--- config.mk ---
export PLATFORM = sky130hd
export DESIGN_NAME = cmdtrk_top
export DESIGN_NICKNAME = d
export VERILOG_FILES = /design/src/rtl/cmdtrk_pkg.sv /design/src/rtl/cmdtrk_decode.sv /design/src/rtl/cmdtrk_phase.sv /design/src/rtl/cmdtrk_drives.sv /design/src/rtl/cmdtrk_top.sv
export SDC_FILE = /design/constraint.sdc
export NUM_CORES = 1
export LEC_CHECK = 0
export CORE_MARGIN = 10
export CORE_UTILIZATION = 52
export CTS_CLUSTER_SIZE = 40
export DETAILED_ROUTE_END_ITERATION = 16
export PLACE_DENSITY = 0.84
export REMOVE_ABC_BUFFERS = 1
export SLEW_MARGIN = 20
export SYNTH_ARGS = -nofsm -noshare
export SYNTH_HDL_FRONTEND = slang
export SYNTH_SLANG_ARGS = --single-unit
--- constraint.sdc ---
create_clock -name clk -period 3.9 [get_ports clk]
set_input_delay 1.17 -clock clk [delete_from_list [all_inputs] [get_ports clk]]
set_output_delay 1.17 -clock clk [all_outputs]
set_load 0.1 [all_outputs]
--- src/rtl/cmdtrk_pkg.sv ---
`timescale 1ns/1ps
package cmdtrk_pkg;
  localparam int CNT_W = 4;

  typedef struct packed {
    logic [CNT_W-1:0] n_cmd;
    logic [CNT_W-1:0] n_res;
    logic             seek;
    logic             bad;
  } op_info_t;

  localparam logic [4:0] OP_RECAL = 5'h07;
  localparam logic [4:0] OP_SEEK  = 5'h0F;
  localparam logic [4:0] OP_DSTAT = 5'h04;
  localparam logic [4:0] OP_ISTAT = 5'h08;
  localparam logic [4:0] OP_XFER  = 5'h06;

  function automatic op_info_t op_lookup(input logic [4:0] code);
    op_info_t r;
    r = '0;
    unique case (code)
      OP_RECAL: begin r.n_cmd = 4'd2; r.n_res = 4'd0; r.seek = 1'b1; end
      OP_SEEK:  begin r.n_cmd = 4'd3; r.n_res = 4'd0; r.seek = 1'b1; end
      OP_DSTAT: begin r.n_cmd = 4'd2; r.n_res = 4'd1; end
      OP_ISTAT: begin r.n_cmd = 4'd1; r.n_res = 4'd2; end
      OP_XFER:  begin r.n_cmd = 4'd9; r.n_res = 4'd7; end
      default:  begin r.n_cmd = 4'd1; r.n_res = 4'd1; r.bad = 1'b1; end
    endcase
    return r;
  endfunction
endpackage

--- src/rtl/cmdtrk_decode.sv ---
`timescale 1ns/1ps
module cmdtrk_decode
  import cmdtrk_pkg::*;
#(
  parameter int DW = 8
) (
  input  logic [DW-1:0] opcode,
  output op_info_t      info
);
  logic unused_hi;
  assign unused_hi = ^opcode[DW-1:5];
  assign info = op_lookup(opcode[4:0]);

  always_comb begin
    assert_len_nonzero_R9: assert (info.n_cmd != '0);
  end
endmodule

--- src/rtl/cmdtrk_phase.sv ---
`timescale 1ns/1ps
module cmdtrk_phase
  import cmdtrk_pkg::*;
#(
  parameter int DW   = 8,
  parameter int NDRV = 4,
  localparam int SELW = (NDRV > 1) ? $clog2(NDRV) : 1
) (
  input  logic            clk,
  input  logic            rst,
  input  logic            wr_stb,
  input  logic [SELW-1:0] wr_sel,
  input  logic            rd_stb,
  input  op_info_t        first_info,
  output logic            rqm,
  output logic            dio,
  output logic            busy,
  output logic [DW-1:0]   rd_data,
  output logic            seek_go,
  output logic [SELW-1:0] seek_drv
);
  localparam logic [DW-1:0] BAD_RES = DW'(1) << (DW - 1);

  logic [CNT_W-1:0] cnt_q;
  op_info_t         op_q;
  op_info_t         op_now;
  logic [SELW-1:0]  sel_q;
  logic             wr_ok, rd_ok, first_byte, last_cmd, last_res;
  logic [CNT_W-1:0] cnt_nx;

  function automatic logic [DW-1:0] res_byte(input logic bad, input logic [CNT_W-1:0] k);
    return bad ? BAD_RES : DW'(k);
  endfunction

  assign wr_ok      = wr_stb & rqm & ~dio;
  assign rd_ok      = rd_stb & rqm & dio;
  assign first_byte = (cnt_q == '0);
  assign op_now     = first_byte ? first_info : op_q;
  assign cnt_nx     = cnt_q + CNT_W'(1);
  assign last_cmd   = wr_ok && (cnt_nx == op_now.n_cmd);
  assign last_res   = rd_ok && (cnt_nx == op_q.n_res);
  assign seek_go    = last_cmd && op_now.seek;
  assign seek_drv   = (cnt_q == CNT_W'(1)) ? wr_sel : sel_q;

  always_ff @(posedge clk) begin
    if (rst) begin
      rqm     <= 1'b1;
      dio     <= 1'b0;
      busy    <= 1'b0;
      cnt_q   <= '0;
      op_q    <= '0;
      sel_q   <= '0;
      rd_data <= '0;
    end else begin
      rqm <= !(wr_ok || rd_ok);
      if (wr_ok) begin
        if (first_byte) begin
          op_q <= first_info;
          busy <= 1'b1;
        end
        if (cnt_q == CNT_W'(1)) sel_q <= wr_sel;
        if (last_cmd) begin
          cnt_q <= '0;
          if (op_now.n_res != '0) begin
            dio     <= 1'b1;
            rd_data <= res_byte(op_now.bad, '0);
          end else begin
            busy <= 1'b0;
          end
        end else begin
          cnt_q <= cnt_nx;
        end
      end else if (rd_ok) begin
        if (last_res) begin
          cnt_q <= '0;
          dio   <= 1'b0;
          busy  <= 1'b0;
        end else begin
          cnt_q   <= cnt_nx;
          rd_data <= res_byte(op_q.bad, cnt_nx);
        end
      end
    end
  end

  assert_rqm_drop_R3: assert property (@(posedge clk) disable iff (rst)
    (wr_ok || rd_ok) |=> !rqm);
  assert_rqm_back_R3: assert property (@(posedge clk) disable iff (rst)
    !rqm |=> rqm);
  assert_dio_busy_R4: assert property (@(posedge clk) disable iff (rst)
    dio |-> busy);
  assert_busy_set_R2: assert property (@(posedge clk) disable iff (rst)
    (wr_ok && !seek_go) |=> busy);
  assert_seek_end_R6: assert property (@(posedge clk) disable iff (rst)
    seek_go |=> (!busy && !dio));
  assert_res_end_R5: assert property (@(posedge clk) disable iff (rst)
    last_res |=> (!busy && !dio));
  assert_wrong_dir_R11: assert property (@(posedge clk) disable iff (rst)
    (dio && !rd_stb) |=> dio);
endmodule

--- src/rtl/cmdtrk_drives.sv ---
`timescale 1ns/1ps
module cmdtrk_drives #(
  parameter int NDRV = 4,
  localparam int SELW = (NDRV > 1) ? $clog2(NDRV) : 1
) (
  input  logic            clk,
  input  logic            rst,
  input  logic            seek_go,
  input  logic [SELW-1:0] seek_drv,
  input  logic [NDRV-1:0] seek_done,
  output logic [NDRV-1:0] drv_busy
);
  for (genvar i = 0; i < NDRV; i++) begin : g_drv
    logic start;
    assign start = seek_go && (seek_drv == SELW'(i));

    always_ff @(posedge clk) begin
      if (rst)               drv_busy[i] <= 1'b0;
      else if (start)        drv_busy[i] <= 1'b1;
      else if (seek_done[i]) drv_busy[i] <= 1'b0;
    end

    assert_drv_set_R7: assert property (@(posedge clk) disable iff (rst)
      start |=> drv_busy[i]);
    assert_drv_clear_R8: assert property (@(posedge clk) disable iff (rst)
      (seek_done[i] && !start) |=> !drv_busy[i]);
    assert_drv_hold_R7: assert property (@(posedge clk) disable iff (rst)
      (drv_busy[i] && !seek_done[i]) |=> drv_busy[i]);
  end
endmodule

--- src/rtl/cmdtrk_top.sv ---
`timescale 1ns/1ps
module cmdtrk_top
  import cmdtrk_pkg::*;
#(
  parameter int DW   = 8,
  parameter int NDRV = 4,
  localparam int SELW = (NDRV > 1) ? $clog2(NDRV) : 1
) (
  input  logic            clk,
  input  logic            rst,
  input  logic            wr_stb,
  input  logic [DW-1:0]   wr_data,
  input  logic            rd_stb,
  input  logic [NDRV-1:0] seek_done,
  output logic [DW-1:0]   rd_data,
  output logic            rqm,
  output logic            dio,
  output logic            cmd_busy,
  output logic [NDRV-1:0] drv_busy
);
  op_info_t        first_info;
  logic            seek_go;
  logic [SELW-1:0] seek_drv;

  cmdtrk_decode #(.DW(DW)) u_dec (
    .opcode (wr_data),
    .info   (first_info)
  );

  cmdtrk_phase #(.DW(DW), .NDRV(NDRV)) u_phase (
    .clk        (clk),
    .rst        (rst),
    .wr_stb     (wr_stb),
    .wr_sel     (wr_data[SELW-1:0]),
    .rd_stb     (rd_stb),
    .first_info (first_info),
    .rqm        (rqm),
    .dio        (dio),
    .busy       (cmd_busy),
    .rd_data    (rd_data),
    .seek_go    (seek_go),
    .seek_drv   (seek_drv)
  );

  cmdtrk_drives #(.NDRV(NDRV)) u_drv (
    .clk       (clk),
    .rst       (rst),
    .seek_go   (seek_go),
    .seek_drv  (seek_drv),
    .seek_done (seek_done),
    .drv_busy  (drv_busy)
  );
endmodule

==> results.md <==
* Status: finished clean
* Cell count of the worst hold path at 2
* Layout Utilization at about two thirds
* IO Pins at 31
* Yosys cell types at 52
* Fin crit period at about 3200 ps
* Post-CTS Resized at 0
* CTS clock-pin slew for the worst setup and hold paths at 150 ps
* Arr. time, crit path at 3470 ps
* YS warnings at 0
* # H-tree levels at 1
* Buffers on Ports at 24
* Worst-Margin Slew at approximately 990 ps
* CTS sink cnt at 28
* RD Place Congestion at just over 0.8
* Final Cell Area at slightly below 2000 µm²
* Critical Path Fanout Max at 6
* GRT Total Usage at a little over an eighth
* Post-Route WL at ~4000 µm
* Final period util at approximately 83%
* WL/cell at 15.1 µm
* Filler instances at between 200 and 300
* Critical Path Source Type: input port
* Post-CTS Setup Bufs at 0
* Final slew viol count at 0
* Max Fclk at 310 MHz
* Mean Syn Cell Area at 8.45 µm²
* Post-synth EDFFs at 0
* Post-route DRC at 0
* Seq/Total Area, Yosys at 33.8%
* # setup viols final at 0
* Crit. End Element: flop
* Layout cells sized above 1 at a little under an eighth
* Initial antenna violation count at 0
* Total power per unit cell area at 659 nW/µm²
* CP Class: in -> reg
* Mapped cell area at 1660 µm²
* Leak at slightly above 0.7 nW
* Final Hold Fails at 0
* Most frequent cells in the layout: 28 x dfxtp_1, 21 x clkdlybuf4s50_1, 20 x nand2_1
* Clk_lat worst skew at approximately 330 ps
* RSZ-0062 raised after global routing: false
* Die area at between 5000 and 6000 µm²
* Maximum vdd drop at approximately 0.00044 V
* Area grow syn2layout at 19.8%
* Reg area at ~560 µm²
* Setup Total Neg Slack at 0 ps
* Area of the multi-input gates at 997 µm²
* Worst hold slack at 485 ps
* Placed inst area at between 1500 and 2000 µm²
* Num CTS Buffers at 3
* Max-cap violations at 0
* Clk root buf: clkbuf_4
* Number of global-route vias before repair at approximately 1500
* Grt ovf at 0
* Via-to-Cell Ratio at roughly 5.8
* Final ANT Viol Nets at 0
* Dominant synthesized flop cell: dfxtp_1
* Total number of vias at 1521
* R2R cell count at 8
* Clk buf depth at 2
* Initial Util at a little over half
* CTS Hold Bufs at 0
* Clock tree from TritonCTS: yes
* Worst hold-check path type: reg -> reg
* DP HPWL at roughly 3000 µm
* Setup Skew at 4.11 ps
* Antenna cells at 0
* Core area at ~3000 µm²
* Vert. Die Dim at 76.4 µm
* Pin count of the biggest net entering global routing at 18
* Die X-Extent at 76.4 µm
* Num rows at 20
* Power, Total at 0.00131 W
* Relative slew margins at 33.8%
* Initial DRC count at 89
* Fraction of registers with async set or reset after synthesis at 0%
* Worst EP required at about 4100 ps
* Synth Register Bits at 28
* Commonest non-fill, non-tap cell in the layout: dfxtp_1
* Cells after Synth at 196
* Iteration count of the initial detailed-routing pass at 4
* First-pass GRT wire length at just under 7000 µm
* # nets final at 240
==> critical path, cell delays in order <==
cell and delay, ps:
clkdlybuf4s50_1 490, or3_1 470, a211oi_2 280, o21ai_1 130
a221oi_4 320, o2111a_2 300, mux2_4 310
==> final cells by class <==
class,count,area share [%]
clock buffers,3,1.13
multi-input cells,147,50.3
clock inverters,1,1.51
flip-flops and latches,28,28.2
repair buffers,30,14.0
inverters,11,2.08
well taps,44,2.77
==> cells in the mapped netlist (all sizes together), types with 2 or more instances <==
master,n,area [µm²]
and3,4,25.0
a21o,2,15.0
mux2,3,37.5
a311oi,2,17.5
nor3,4,20.0
inv,11,41.3
nand3,6,30.0
or3,3,28.8
nor2,18,67.6
dfxtp,28,561
xnor3,2,45.0
o21ai,2,10.0
a21oi,18,90.1
a211oi,6,50.1
nor3b,5,37.5
nor4,4,40.0
xor2,2,17.5
clkbuf,7,26.3
ha,3,37.5
mux2i,2,20.0
xnor2,4,35.0
nand2b,8,50.1
o32ai,4,35.0
buf,5,38.8
nand2,20,75.1
and2,3,20.0
or3b,2,17.5
nand4,2,12.5
==> flip-flops by register name, indices dropped and copies added, names as in the netlist <==
| name | flops |
|---|---|
| u_phase.cnt_q | 4 |
| u_phase.op_q | 10 |
| u_phase.rd_data | 5 |
| u_phase.dio | 1 |
| u_phase.sel_q | 2 |
| u_phase.rqm | 1 |
| u_phase.busy | 1 |
| u_drv.drv_busy | 4 |
==> stage by stage <==
step / setup WS [ps] / cells
after CTS: 678 / 264
after global routing: 609 / 264
final: 676 / 264
after detailed placement: 319 / 260
after floorplan: 896 / 186
after global placement: 340 / 260
==> path summary, 6_finish.rpt <==
check,startpoint,endpoint,slack [ps]
max,wr_data[3],u_phase.rd_data[7]$_SDFFE_PP0P_,680
min,u_drv.drv_busy[0]$_SDFFE_PP0P_,u_drv.drv_busy[0]$_SDFFE_PP0P_,490
max reg2reg,u_phase.cnt_q[0]$_SDFFE_PP0N_,u_phase.rd_data[7]$_SDFFE_PP0P_,890
min reg2reg,u_drv.drv_busy[0]$_SDFFE_PP0P_,u_drv.drv_busy[0]$_SDFFE_PP0P_,490
==> metal layers <==
metal	share of wire, %	track usage (%)	up-vias
li1	-	-	742
met1	41	14.8	724
met2	50	23.9	47
met3	7.3	3.89	8
met4	1.8	5.39	0
met5	0	0	-
==> kinds of logic (layout without fill, tap and decap cells) <==
| family | Yosys count | after routing | share of synthesized area [%] |
|---|---|---|---|
| buf+inv | 23 | 45 | 6.42 |
| simple gates | 84 | 84 | 27.8 |
| other cells | 1 | 3 | 0.226 |
| flops | 28 | 28 | 33.8 |
| xor+xnor | 8 | 8 | 5.89 |
| compound gates | 44 | 44 | 20.1 |
| mux | 5 | 5 | 3.47 |
| fa+ha+maj | 3 | 3 | 2.27 |
==> where the power goes <==
part           internal [W]  switching, W  leakage (nW)  total, W
combinational      0.000260      0.000480         0.471  0.000740
clock              0.000104     0.0000877        0.0279  0.000192
sequential         0.000333     0.0000439         0.228  0.000377
Power figures use the tool's default switching activity.
